===== config.mk =====
export PLATFORM = sky130hd
export DESIGN_NAME = sharer_ptr_dir
export DESIGN_NICKNAME = d
export VERILOG_FILES = /design/src/rtl/dirptr_pkg.sv /design/src/rtl/coarse_expand.sv /design/src/rtl/dir_entry_next.sv /design/src/rtl/sharer_ptr_dir.sv
export SDC_FILE = /design/constraint.sdc
export NUM_CORES = 1
export LEC_CHECK = 0
export ABC_CLOCK_PERIOD_IN_PS = 2800
export BUFFER_PORTS_ARGS = -buffer_cell sky130_fd_sc_hd__buf_2
export CORE_MARGIN = 3
export CORE_UTILIZATION = 55
export DETAILED_ROUTE_END_ITERATION = 12
export PLACE_DENSITY = 0.81
export SETUP_SLACK_MARGIN = 0.15
export SYNTH_ARGS = -nofsm -noshare
export SYNTH_HDL_FRONTEND = slang
export SYNTH_SLANG_ARGS = --single-unit

===== constraint.sdc =====
create_clock -name clk -period 2.8 [get_ports clk]
set_input_delay 0.14 -clock clk [delete_from_list [all_inputs] [get_ports clk]]
set_output_delay 0.14 -clock clk [all_outputs]
set_load 0.05 [all_outputs]

===== src/rtl/dirptr_pkg.sv =====
package dirptr_pkg;
    typedef enum logic [1:0] {
        OP_NONE = 2'd0,
        OP_ADD  = 2'd1,
        OP_DEL  = 2'd2,
        OP_WR   = 2'd3
    } dir_op_e;

    typedef enum logic [1:0] {
        POL_BCAST   = 2'd0,
        POL_NOBCAST = 2'd1,
        POL_COARSE  = 2'd2
    } ovf_pol_e;
endpackage


===== src/rtl/coarse_expand.sv =====
module coarse_expand #(
    parameter int NODES   = 16,
    parameter int CV_BITS = 8
) (
    input  logic [CV_BITS-1:0] grp_vec,
    output logic [NODES-1:0]   node_vec
);
    localparam int GRP = NODES / CV_BITS;

    for (genvar g = 0; g < NODES; g++) begin : g_node
        assign node_vec[g] = grp_vec[g / GRP];
    end
endmodule


===== src/rtl/dir_entry_next.sv =====
module dir_entry_next
    import dirptr_pkg::*;
#(
    parameter int       NODES   = 16,
    parameter int       PTRS    = 2,
    parameter int       CV_BITS = 8,
    parameter ovf_pol_e POLICY  = POL_BCAST,
    localparam int IDW = $clog2(NODES),
    localparam int SLW = PTRS * IDW,
    localparam int RRW = (PTRS > 1) ? $clog2(PTRS) : 1
) (
    input  dir_op_e          op,
    input  logic [IDW-1:0]   node,
    input  logic [SLW-1:0]   cur_slots,
    input  logic [PTRS-1:0]  cur_vld,
    input  logic             cur_ovf,
    input  logic [RRW-1:0]   cur_rr,
    output logic [SLW-1:0]   nxt_slots,
    output logic [PTRS-1:0]  nxt_vld,
    output logic             nxt_ovf,
    output logic [RRW-1:0]   nxt_rr,
    output logic [NODES-1:0] mask
);
    localparam int GRP = NODES / CV_BITS;

    function automatic logic [CV_BITS-1:0] grp_bit(input logic [IDW-1:0] n);
        return CV_BITS'(1) << (n / IDW'(GRP));
    endfunction

    logic               hit, free;
    logic [RRW-1:0]     hit_idx, free_idx;
    logic [NODES-1:0]   ptr_mask, cv_nodes, self_bit;
    logic [CV_BITS-1:0] ptr_groups;
    logic [IDW-1:0]     victim;

    // Slot search: lowest index wins for both hit and free slot
    always_comb begin
        hit = 1'b0; hit_idx = '0; free = 1'b0; free_idx = '0;
        ptr_mask = '0; ptr_groups = '0;
        for (int s = PTRS - 1; s >= 0; s--) begin
            if (cur_vld[s] && cur_slots[s*IDW +: IDW] == node) begin
                hit = 1'b1; hit_idx = RRW'(s);
            end
            if (!cur_vld[s]) begin
                free = 1'b1; free_idx = RRW'(s);
            end
            if (cur_vld[s]) begin
                ptr_mask   = ptr_mask | (NODES'(1) << cur_slots[s*IDW +: IDW]);
                ptr_groups = ptr_groups | grp_bit(cur_slots[s*IDW +: IDW]);
            end
        end
    end

    coarse_expand #(.NODES(NODES), .CV_BITS(CV_BITS)) u_expand (
        .grp_vec  (cur_slots[CV_BITS-1:0]),
        .node_vec (cv_nodes)
    );

    assign self_bit = NODES'(1) << node;
    assign victim   = cur_slots[int'(cur_rr)*IDW +: IDW];

    always_comb begin
        nxt_slots = cur_slots;
        nxt_vld   = cur_vld;
        nxt_ovf   = cur_ovf;
        nxt_rr    = cur_rr;
        mask      = '0;
        unique case (op)
            OP_ADD: begin
                if (cur_ovf) begin
                    if (POLICY == POL_COARSE)
                        nxt_slots = cur_slots | SLW'(grp_bit(node));
                end else if (hit) begin
                    nxt_slots = cur_slots;
                end else if (free) begin
                    nxt_slots[int'(free_idx)*IDW +: IDW] = node;
                    nxt_vld[free_idx] = 1'b1;
                end else if (POLICY == POL_BCAST) begin
                    nxt_ovf = 1'b1;
                end else if (POLICY == POL_NOBCAST) begin
                    mask = NODES'(1) << victim;
                    nxt_slots[int'(cur_rr)*IDW +: IDW] = node;
                    nxt_rr = (int'(cur_rr) == PTRS - 1) ? '0 : cur_rr + RRW'(1);
                end else begin
                    nxt_ovf   = 1'b1;
                    nxt_slots = SLW'(ptr_groups | grp_bit(node));
                end
            end
            OP_DEL: begin
                if (!cur_ovf && hit) nxt_vld[hit_idx] = 1'b0;
            end
            OP_WR: begin
                if (cur_ovf) mask = (POLICY == POL_COARSE) ? cv_nodes : '1;
                else         mask = ptr_mask;
                mask      = mask & ~self_bit;
                nxt_slots = SLW'(node);
                nxt_vld   = PTRS'(1);
                nxt_ovf   = 1'b0;
                nxt_rr    = '0;
            end
            default: ;
        endcase
    end
endmodule


===== src/rtl/sharer_ptr_dir.sv =====
module sharer_ptr_dir
    import dirptr_pkg::*;
#(
    parameter int       NODES   = 16,
    parameter int       PTRS    = 2,
    parameter int       BLOCKS  = 8,
    parameter int       CV_BITS = 8,
    parameter ovf_pol_e POLICY  = POL_BCAST,
    localparam int IDW = $clog2(NODES),
    localparam int BW  = (BLOCKS > 1) ? $clog2(BLOCKS) : 1
) (
    input  logic             clk,
    input  logic             rst_n,
    input  logic             cmd_valid,
    output logic             cmd_ready,
    input  logic [1:0]       cmd_op,
    input  logic [BW-1:0]    cmd_blk,
    input  logic [IDW-1:0]   cmd_node,
    output logic             inv_valid,
    output logic [NODES-1:0] inv_mask
);
    localparam int SLW = PTRS * IDW;
    localparam int RRW = (PTRS > 1) ? $clog2(PTRS) : 1;

    typedef enum logic {ST_IDLE, ST_APPLY} fsm_e;
    fsm_e state, state_nx;

    logic [SLW-1:0]  ent_slots [BLOCKS];
    logic [PTRS-1:0] ent_vld   [BLOCKS];
    logic            ent_ovf   [BLOCKS];
    logic [RRW-1:0]  ent_rr    [BLOCKS];

    dir_op_e        lat_op;
    logic [BW-1:0]  lat_blk;
    logic [IDW-1:0] lat_node;

    logic [SLW-1:0]   n_slots;
    logic [PTRS-1:0]  n_vld;
    logic             n_ovf;
    logic [RRW-1:0]   n_rr;
    logic [NODES-1:0] n_mask;

    dir_entry_next #(
        .NODES(NODES), .PTRS(PTRS), .CV_BITS(CV_BITS), .POLICY(POLICY)
    ) u_next (
        .op        (lat_op),
        .node      (lat_node),
        .cur_slots (ent_slots[lat_blk]),
        .cur_vld   (ent_vld[lat_blk]),
        .cur_ovf   (ent_ovf[lat_blk]),
        .cur_rr    (ent_rr[lat_blk]),
        .nxt_slots (n_slots),
        .nxt_vld   (n_vld),
        .nxt_ovf   (n_ovf),
        .nxt_rr    (n_rr),
        .mask      (n_mask)
    );

    always_comb begin
        unique case (state)
            ST_IDLE:  state_nx = cmd_valid ? ST_APPLY : ST_IDLE;
            ST_APPLY: state_nx = ST_IDLE;
            default:  state_nx = ST_IDLE;
        endcase
    end

    always_ff @(posedge clk or negedge rst_n) begin
        if (!rst_n) state <= ST_IDLE;
        else        state <= state_nx;
    end

    assign cmd_ready = (state == ST_IDLE);

    always_ff @(posedge clk or negedge rst_n) begin
        if (!rst_n) begin
            lat_op    <= OP_NONE;
            lat_blk   <= '0;
            lat_node  <= '0;
            inv_valid <= 1'b0;
            inv_mask  <= '0;
            for (int b = 0; b < BLOCKS; b++) begin
                ent_slots[b] <= '0;
                ent_vld[b]   <= '0;
                ent_ovf[b]   <= 1'b0;
                ent_rr[b]    <= '0;
            end
        end else begin
            inv_valid <= 1'b0;
            inv_mask  <= '0;
            if (state == ST_IDLE && cmd_valid) begin
                lat_op   <= dir_op_e'(cmd_op);
                lat_blk  <= cmd_blk;
                lat_node <= cmd_node;
            end
            if (state == ST_APPLY) begin
                ent_slots[lat_blk] <= n_slots;
                ent_vld[lat_blk]   <= n_vld;
                ent_ovf[lat_blk]   <= n_ovf;
                ent_rr[lat_blk]    <= n_rr;
                inv_valid          <= |n_mask;
                inv_mask           <= n_mask;
            end
        end
    end

    // accepted command blocks the next cycle
    p_accept_busy_r1: assert property (@(posedge clk) disable iff (!rst_n)
        (cmd_valid && cmd_ready) |=> !cmd_ready);
    // result is a single-cycle pulse
    p_pulse_gap_r1: assert property (@(posedge clk) disable iff (!rst_n)
        inv_valid |=> !inv_valid);
    // mask quiet outside a pulse
    p_quiet_mask_r11: assert property (@(posedge clk) disable iff (!rst_n)
        !inv_valid |-> (inv_mask == '0));
    // the commanding node is never a target
    p_skip_self_r3: assert property (@(posedge clk) disable iff (!rst_n)
        inv_valid |-> !inv_mask[lat_node]);
    // an eviction names exactly one node
    p_single_victim_r7: assert property (@(posedge clk) disable iff (!rst_n)
        (POLICY == POL_NOBCAST && inv_valid && lat_op == OP_ADD) |-> ($countones(inv_mask) == 1));
    // no-broadcast entries never overflow
    p_no_overflow_r7: assert property (@(posedge clk) disable iff (!rst_n)
        (POLICY == POL_NOBCAST && state == ST_APPLY) |-> !ent_ovf[lat_blk]);
endmodule


**Word level (Yosys, flattened, before mapping)**

Index checks and enable logic that the tools add are counted.

- Bits of input ports: 12
- Output and inout bits: 18
- Register bits after elaboration: 115
- Word-level logic and storage cells: 115

- Shift operators: 5
- Reduce and logical (&&, ||, !) cells: 9
- Equal/unequal tests: 5
- Muxes and demuxes: 51
- Order comparisons: 6
- Bitwise logic cells: 8
- Add/subtract/negate cells: 1

Operators with widths:

| cell | count |
|---|---|
| two-way mux 16 bit | 6 |
| bitwise mux 64 bit | 1 |
| two-way mux 8 bit | 6 |
| left shift 1 x 4 -> 16 bit, first input constant | 3 |
| negation 3 -> 33 bit | 1 |
| variable shift 4 x 33 -> 8 bit, first input constant | 1 |
| indexed part select 4 x 33 -> 8 bit | 1 |
| binary-select mux 8 bit (select 3 bit) | 1 |
| demux 8 bit (select 3 bit) | 1 |
| bitwise AND 16 bit | 1 |
| bitwise mux 16 bit | 1 |
| bitwise mux 8 bit | 2 |
| two-way mux 1 bit | 16 |
| inverter 16 bit | 1 |
| OR 16 bit | 1 |
| one-hot mux 8 bit (2 select lines) | 1 |
| OR reduction 16 bit | 1 |
| two-way mux 2 bit | 7 |
| == test 4 bit | 2 |
| logical AND 1 bit | 7 |
| binary-select mux 2 bit (select 3 bit) | 1 |
| demux 2 bit (select 3 bit) | 1 |
| one-hot mux 2 bit (3 select lines) | 1 |
| == test 2 bit, second input constant | 2 |
| other kinds (15) | 19 |

**Longest topological paths before layout**

Gate-level depths: netlist of run 1.

- Depth after elaboration: 17
- Mapped depth: 11
- Depth with buffers taken out: 8

**Modules after synthesis**

Synthesis of run 1 repeated with hierarchy kept, for this count alone.

- Cell total of the unflattened synthesis: 536
- Area total of the unflattened synthesis: 6582.6 sq um

Modules (own cells, without submodules):

| module | area each (sq um) | cells an instance | sequential area each (sq um) | instances |
|---|---|---|---|---|
| sharer_ptr_dir | 5501.5 | 371 | 3078.0 | 1 |
| dir_entry_next | 1081.0 | 165 | 0.0 | 1 |

**Worst setup path before layout of run 1**

OpenSTA, ideal clock, no wires.

- Path kind: reg-to-reg
- From: register lat_blk[0]
- To: register ent_slots[24] in the netlist's numbering
- Setup slack: -0.112 ns
- Stages on the path, launching flop included: 10
- Path buffers: 1
- Data required time: 2.660 ns
- Library setup time: 0.140 ns
- Period minus slack after synthesis: 2.912 ns
- Arrival: 2.771 ns
- Cell sequence: dfrtp_1 buf_4 mux4_2 mux2i_2 xnor2_1 nor4_2 nand2_1 a21oi_4 mux2i_1 o21ai_1

- Longest elaborated chain between the ends: 14
- Elaborated cells on any way between the ends: 33

RTL lines:

| item | line | RTL |
|---|---|---|
| start: declaration | sharer_ptr_dir.sv:34 | `logic [BW-1:0] lat_blk;` |
| start signal: assignment | sharer_ptr_dir.sv:92 | `lat_blk <= cmd_blk;` |
| inverter 3 -> 4 bit * | -- |  |
| binary-select mux 2 bit (select 3 bit) | sharer_ptr_dir.sv:49 | `.cur_vld (ent_vld[lat_blk]),` |
| two-way mux 2 bit (implied by the code) (2 in a row) | sharer_ptr_dir.sv:49 |  |
| two-way mux 1 bit (2 in a row) | dir_entry_next.sv:44 | `if (!cur_vld[s]) begin` |
| negation 3 -> 33 bit | dir_entry_next.sv:76 | `nxt_slots[int'(free_idx)*IDW +: IDW] = node;` |
| indexed part select 4 x 33 -> 8 bit / variable shift 4 x 33 -> 8 bit (equally long branches) | dir_entry_next.sv:76 |  |
| bitwise mux 8 bit | dir_entry_next.sv:76 |  |
| two-way mux 8 bit | dir_entry_next.sv:75 | `end else if (free) begin` |
| two-way mux 8 bit | dir_entry_next.sv:73 | `end else if (hit) begin` |
| two-way mux 8 bit | dir_entry_next.sv:70 | `if (cur_ovf) begin` |
| one-hot mux 8 bit (2 select lines) | dir_entry_next.sv:68 | `unique case (op)` |
| bitwise mux 64 bit * | sharer_ptr_dir.sv:96 | `ent_slots[lat_blk] <= n_slots;` |
| end signal: indexed assignment | sharer_ptr_dir.sv:96 |  |
| end: declaration | sharer_ptr_dir.sv:28 | `logic [SLW-1:0] ent_slots [BLOCKS];` |

Mark *: on every way between the ends. The rest lies on a longest branch, timed or not. The select of a mux whose other input is x is not followed.
A chain may end at the register's enable or synchronous reset.

**Final worst setup path of run 1**

- From: register lat_blk[0]
- To: register ent_vld[0] in the netlist's numbering

- Longest elaborated chain between the ends: 17
- Elaborated cells on any way between the ends: 46

RTL lines:

| item | line | RTL |
|---|---|---|
| inverter 3 -> 4 bit * | -- |  |
| binary-select mux 8 bit (select 3 bit) | sharer_ptr_dir.sv:48 | `.cur_slots (ent_slots[lat_blk]),` |
| two-way mux 8 bit (implied by the code) (2 in a row) | sharer_ptr_dir.sv:48 |  |
| == test 4 bit | dir_entry_next.sv:41 | `if (cur_vld[s] && cur_slots[s*IDW +: IDW] == node) begin` |
| logical AND 1 bit | dir_entry_next.sv:41 |  |
| two-way mux 1 bit (2 in a row) | dir_entry_next.sv:41 |  |
| < comparator 1 x 2 -> 1 bit (implied by the code) / greater-or-equal comparator 1 bit (equally long branches) | dir_entry_next.sv:90 | `if (!cur_ovf && hit) nxt_vld[hit_idx] = 1'b0;` |
| logical AND 1 bit (implied by the code) | dir_entry_next.sv:90 |  |
| two-way mux 1 bit (implied by the code) | dir_entry_next.sv:90 |  |
| demux 1 bit (select 1 bit) | -- |  |
| inverter 2 bit (no source line) | -- |  |
| bitwise AND 2 bit (no source line) | -- |  |
| two-way mux 2 bit | dir_entry_next.sv:90 |  |
| one-hot mux 2 bit (3 select lines) | dir_entry_next.sv:68 |  |
| bitwise mux 16 bit * | sharer_ptr_dir.sv:97 | `ent_vld[lat_blk] <= n_vld;` |
| end signal: indexed assignment | sharer_ptr_dir.sv:97 |  |
| end: declaration | sharer_ptr_dir.sv:29 | `logic [PTRS-1:0] ent_vld [BLOCKS];` |

Marks and branches as above.

==> results of run 1 <==
power by group:
part	internal (W)	switching [W]	leakage (nW)
logic	0.00214	0.00276	1.73
clock network	0.00139	0.000828	0.296
registers	0.00231	0.000459	1.43
worst reg2reg max path, stage by stage (launching register included):
cell       delay [ns]
dfrtp_2          0.46
buf_12           0.14
clkbuf_16        0.14
buf_4            0.11
mux4_2           0.52
nand2_1          0.10
nand2_1          0.11
buf_12           0.17
nor3b_1          0.42
nand4_1          0.28
o211ai_4         0.23
o21ai_1          0.11
worst max path at each step:
stage	end	cells past startpoint
floorplan	ent_slots[24]	9
global placement	inv_valid	10
detailed placement	inv_valid	10
CTS	ent_slots[43]	11
global route	ent_slots[48]	11
finish	ent_vld[0]	11
cells in the mapped netlist (2+ instances only):
cell type and n:
nand3_1 7, buf_4 3, a221o_1 2, inv_2 2, nor2b_1 5, a31oi_1 43, and3_1 5, o31ai_1 8
o22a_1 3, o21ai_1 41, a311oi_1 2, a41oi_1 2, nor3_1 9, o21ai_0 17, or2_2 6, or3_1 4
a21oi_1 33, nand2_1 79, nor3b_1 3, xnor2_1 7, a22oi_1 3, mux2i_1 19, nor4_1 2, a2111oi_0 2
buf_1 7, a211o_1 4, nor2_1 62, a211oi_1 2, and2_1 19, dfrtp_1 115, mux2_2 12, inv_1 3
mux4_2 14, clkbuf_1 30, nand2b_1 5, nand4_1 2, mux2i_2 3
layout make-up:
type                       count  area [µm²]  area share (%)
multi-input combinational    435        3551           42.84
sequential                   115        2879           34.74
timing repair buffer         124        1067           12.88
clock buffer                  18       427.9           5.163
clock inverter                14       177.7           2.144
tap                          133       166.4           2.008
inverter                       5       18.77          0.2264
timing repair:
item	in CTS	in global routing
buffers inserted	6	10
gates cloned	0	1
pin swaps	22	31
setup endpoints to repair	100	99
hold endpoints to repair	70	0
gates resized for setup	36	104
hold buffers	10	0
metrics by stage:
step	utilization [%]	hold WS (ns)	TNS, ns
after floorplan	-	-0.1556	-0.5279
after global placement	66.04	0.2483	-3.514
after detailed placement	66.04	0.2783	-8.440
after CTS	75.49	0.1039	-0.07056
after global routing	82.88	0.1244	-14.20
final	82.88	0.1034	-6.867
registers in the layout (all words and copies together), names as in the netlist:
signal,cells
ent_slots,64
ent_vld,16
inv_mask,16
ent_ovf,8
lat_node,4
lat_blk,3
lat_op,2
inv_valid,1
state,1
cells by family after synthesis:
group / Yosys count
AO/OA/AOI/OAI: 169
XOR/XNOR: 7
buffers and inverters: 45
flip-flops: 115
multiplexers: 48
AND/OR/NAND/NOR: 211
routing by layer:
metal  GRT usage, %  part of all wire [%]  vias up
met5              0                     0        -
met4          11.45                   5.5        0
met3          8.230                   7.8      123
met2          49.87                    51      349
met1          39.20                    36     2735
li1               -                     -     2361
==> qor.yml, run 1 <==
synth.distinct_cells: 47
drc: 0
cp_max_fo: 18
ioPinCount: 30
max_stage_delay_ns: 0.52
pre_cts_ws_ns: -0.2706
rows: 36
synth_top_family_by_area: "compound AO/OA/AOI/OAI gates"
via_count: 5568
dp_cells: 785
fmax_ghz: 0.3392
tightestPinTransition_ns: 0.7932
viasPerCell: 6.597
min_from: "cmd_valid"
synthArstFlopShare_pct: 100.0
hold_path_class: "input port to flop"
worstSetupStartpoint: "lat_blk[0]"
clock_latency_ns: 0.54
ant_nets: 0
synth.avg_cell_area_um2: 9.761
cts_buffer_depth: 2
critPathTopFamily: "simple AND/OR/NAND/NOR gates"
synth_xor_area_share_pct: 1.056
drtPass1Iterations: 5
place_hpwl_mm: 11.03
numCtsBuffers: 17
netlist.area_leader.share_pct: 49.55
layout_setup_ws_ns: -0.1477
ys_dominant_reg_cell: "dfrtp_1"
ys_ff_latch: 115
drt_iter0_drc: 543
worst-path-buf-inv: 4
routed_wl_mm: 20.03
synth_area_um2: 5808
layout_common_cells: "dfrtp_1, nand2_1, nor2_1, buf_4, buf_2"
rr_worst_depth: 11
synth_fa_ha_area_share_pct: 0
fin_nets: 710
crit_required_ns: 3.19
synth-compound-area-share_pct: 17.97
hold_depth: 3
dieWidth_um: 108.8
r2r_end: "ent_vld[0]"
grt_pass1_vias: 5339
final_common_cell: "dfrtp_1"
yosys.area.top_type: "dfrtp_1"
coreArea_um2: 10000
synthSimpleGateAreaFrac_pct: 16.59
antenna_cells: 0
dieArea_um2: 11830
grt_pass1_wl_mm: 27.37
violations: "setup timing"
cp-end-kind: "flop"
ctsRootBufferMaster: "clkbuf_8"
maxCapViolations: 0
finClkSkew_ns: 0.009177
grt_max_degree: 63
leakage_nw: 3.464
min_period_ns: 2.948
nFillCells: 513
r2r_setup_slack_ns: -0.15
max-vdd-ir-drop_mv: 0.9815
hold_viol_final: 0
chipHeight_um: 108.8
clkSlewWorstSetupHoldPaths_ns: 0.06
fin_total_pwr_w: 0.009884
grtUsageTotal_pct: 30.55
start_util_pct: 58.08
area_growth_pct: 42.70
synth_edf_count: 0
setup_viol: 89
synth_nets: 607
muxShareOfSynthArea_pct: 11.74
yosys_warnings: 0
final_area_um2: 8288
netlist_instances: 595
outcome: "complete, but fails checks"
antenna_found_initial: 0
p_per_area_nw_per_um2: 1193
placed_area_um2: 6604
relSlewSlack_pct: 46.96
start_kind: "flop"
hold_end: "lat_blk[2]"
grt_overflow: 0
ys_seq_area_share_pct: 49.55
gp_congestion: 0.9935
cp.arrival_ns: 3.34
path_cells: "buf_12, clkbuf_16, buf_4, mux4_2, nand2_1, nand2_1, buf_12, nor3b_1, nand4_1, o211ai_4, o21ai_1"
drive_above_1_share_pct: 41.21
numClockSinks: 115
rsz0062_at_grt: "true"
stdcell_count: 844
reg2reg_from: "lat_blk[0]"
ys_top_cells_by_area: "dfrtp_1, mux4_2, nand2_1"
maxSlewViolCount: 0
crit_type: "flop to flop"
cts_tree: "done"
numPortBuffers: 29
finalCritPeriodShare_pct: 105.3
cp_slowest_cell: "mux4_2"
routedWlPerCell_um: 23.74
cts-htree-levels: 4
No activity file was read; power rests on OpenSTA's default activity.
==> inputs of run 2 (changes only) <==
--- a/config.mk
+++ b/config.mk
@@ -8,9 +8,9 @@
 export ABC_CLOCK_PERIOD_IN_PS = 2800
 export BUFFER_PORTS_ARGS = -buffer_cell sky130_fd_sc_hd__buf_2
 export CORE_MARGIN = 3
-export CORE_UTILIZATION = 55
+export CORE_UTILIZATION = 45
 export DETAILED_ROUTE_END_ITERATION = 12
-export PLACE_DENSITY = 0.81
+export PLACE_DENSITY = 0.69
 export SETUP_SLACK_MARGIN = 0.15
 export SYNTH_ARGS = -nofsm -noshare
 export SYNTH_HDL_FRONTEND = slang
==> run 2 against run 1 <==
The flow still finishes with violations (setup timing). Sequential power fell by 3%. Maximum frequency grew 0.60%. Combinational power fell by 9.0%. Critical path depth is 2 lower. Count of clock-buffer cells in the layout increased by 5. Register-to-register slack gained 0.02 ns.
==> qor.yml, run 2 (synthesis gave the netlist of run 1 again) <==
outcome: "complete, but fails checks"
violations: "setup timing"
hold_path_class: "input port to flop"
cp-end-kind: "flop"
pre_cts_ws_ns: -0.3232  # -0.05264 ns
numCtsBuffers: 17  # unchanged
r2r_end: "ent_slots[41]"
gp_congestion: 0.9433  # -5.1%
viasPerCell: 6.024  # -8.7%
routed_wl_mm: 17.84  # -11%
finalCritPeriodShare_pct: 104.7  # -0.62 points
drt_iter0_drc: 542  # -0.18%
leakage_nw: 3.383  # -2.3%
crit_required_ns: 3.07  # -0.12 ns
numPortBuffers: 29  # unchanged
start_kind: "flop"
r2r_setup_slack_ns: -0.13  # +0.02 ns
comb_power_share_pct: 49.1  # -0.4 points
reg2reg_from: "lat_blk[0]"
rows: 40  # +11%
final_area_um2: 8041  # -3.0%
setup_tns_ns: -6.220  # +0.6464 ns
grt_overflow: 0  # unchanged
rsz0062_at_grt: "true"
ctsRootBufferMaster: "clkbuf_16"
place_hpwl_mm: 11.27  # +2.2%
dieWidth_um: 119.6  # +10%
max-vdd-ir-drop_mv: 0.6357  # -35%
dieArea_um2: 14310  # +21%
cp_slowest_cell: "mux4_2"
cts-htree-levels: 4  # unchanged
worstSetupStartpoint: "lat_blk[0]"
largest_register_ffs: 64  # unchanged
cp.arrival_ns: 3.20  # -0.14 ns
final_common_cell: "dfrtp_1"
crit_type: "flop to flop"
p_clk_share_pct: 21.3  # -1.1 points
path_cells: "buf_12, mux4_2, mux2i_4, xnor2_1, nor4_2, nand2_1, a21oi_4, mux2i_4, o21ai_1"
critPathMostFrequentCell: "mux2i_4"
drtPass1Iterations: 5  # unchanged
area_growth_pct: 38.45
fin_nets: 706  # -0.56%
coreArea_um2: 12310  # +23%
internal_power_w: 0.005466  # -6.4%
endpoint: "ent_slots[41]"
rr_worst_depth: 9  # -2
numClockSinks: 115  # unchanged
seq_power_share_pct: 29.6  # +1.6 points
hold_viol_final: 0  # unchanged
antenna_found_initial: 0  # unchanged
fmax_ghz: 0.3413  # +0.60%
grt_max_degree: 63  # unchanged
min_period_ns: 2.930  # -0.01749 ns
chipHeight_um: 119.6  # +10%
relSlewSlack_pct: 42.57  # -4.4 points
ioPinCount: 30  # unchanged
swShare_pct: 39.85  # -1.0 points
cts_buffer_depth: 2  # unchanged
clkSlewWorstSetupHoldPaths_ns: 0.06  # about the same
setup_viol: 86  # -3.4%
maxCapViolations: 0  # unchanged
clock_latency_ns: 0.42  # -0.12 ns
maxSlewViolCount: 0  # unchanged
p_per_area_nw_per_um2: 1130  # -5.2%
drc: 0  # unchanged
tightestPinTransition_ns: 0.8589  # +0.06562 ns
cts_tree: "done"
layout_common_cells: "dfrtp_1, nand2_1, nor2_1"
grt_pass1_wl_mm: 27.68  # +1.1%
reg_top3: "ent_slots x64, ent_vld x16, inv_mask x16"
layout_setup_ws_ns: -0.1303  # +0.01749 ns
antenna_cells: 0  # unchanged
nFillCells: 938  # +83%
fin_total_pwr_w: 0.009087  # -8.1%
start_util_pct: 47.17  # -11 points
final_core_util_pct: 65.32  # -18 points
max_stage_delay_ns: 0.52  # about the same
p_switching_w: 0.003621  # -10%
cp_max_fo: 8  # -10
placed_area_um2: 6673  # +1.0%
finClkSkew_ns: 0.006092  # -0.003085 ns
grtUsageTotal_pct: 24.86  # -5.7 points
ant_nets: 0  # unchanged
grt_pass1_vias: 5265  # -1.4%
routedWlPerCell_um: 20.39  # -14%
largest_register: "ent_slots"
via_count: 5271  # -5.3%
drive_above_1_share_pct: 39.46  # -1.7 points
run 2: critical path, delay by kind of cell, from the launching register on:
| family | cells | cell delay [ns] |
|---|---|---|
| compound gates | 2 | 0.45 |
| xor+xnor | 1 | 0.11 |
| buf+inv | 1 | 0.13 |
| flops | 1 | 0.43 |
| mux | 3 | 1.17 |
| simple gates | 2 | 0.47 |
run 2: area by class of cell:
cell class	instances	area [µm²]	area share, %
multi-input combinational	435	3401	42.29
clock inverter	9	57.56	0.7157
tap	168	210.2	2.614
clock buffer	23	467.9	5.819
inverter	5	18.77	0.2334
timing repair buffer	120	1007	12.53
sequential	115	2879	35.80
run 2: worst min path at each step:
stage / start / endpoint / slack (ns) / depth (start not counted)
after global placement: rst_n / ent_slots[45] / 0.22 / 1
final: cmd_valid / lat_blk[2] / 0.24 / 3
after CTS: cmd_valid / lat_blk[2] / 0.23 / 3
after detailed placement: rst_n / ent_slots[61] / 0.23 / 1
after global routing: cmd_valid / lat_blk[2] / 0.25 / 3
after floorplan: rst_n / ent_ovf[0] / -0.16 / 0
run 2: stage by stage:
step / cells / hold WS (ns)
final: 875 / 0.2386
after global routing: 875 / 0.2513
after CTS: 872 / 0.2280
after detailed placement: 820 / 0.2333
after global placement: 820 / 0.2192
after floorplan: 595 / -0.1556
run 2: what timing repair did:
action,in CTS,in global routing
buffers inserted,10,3
pin swaps,33,36
endpoints found under the hold margin,62,0
hold buffers,10,0
endpoints found under the setup margin,104,102
resized for setup,44,82
run 2: layer usage:
metal / GRT usage (%) / wire length (µm) / vias up
met5: 0 / 0 / -
met4: 9.807 / 541 / 0
met3: 6.362 / 1158 / 49
met2: 38.38 / 8469 / 214
met1: 33.80 / 7672 / 2655
li1: - / - / 2353
run 2: power by group through the flow:
stage / sequential (W) / combinational [W] / clock, W
floorplan: 0.00262 / 0.00230 / 0
global placement: 0.00266 / 0.00331 / 0
detailed placement: 0.00270 / 0.00340 / 0
CTS: 0.00267 / 0.00378 / 0.00194
global route: 0.00276 / 0.00477 / 0.00203
finish: 0.00269 / 0.00446 / 0.00193
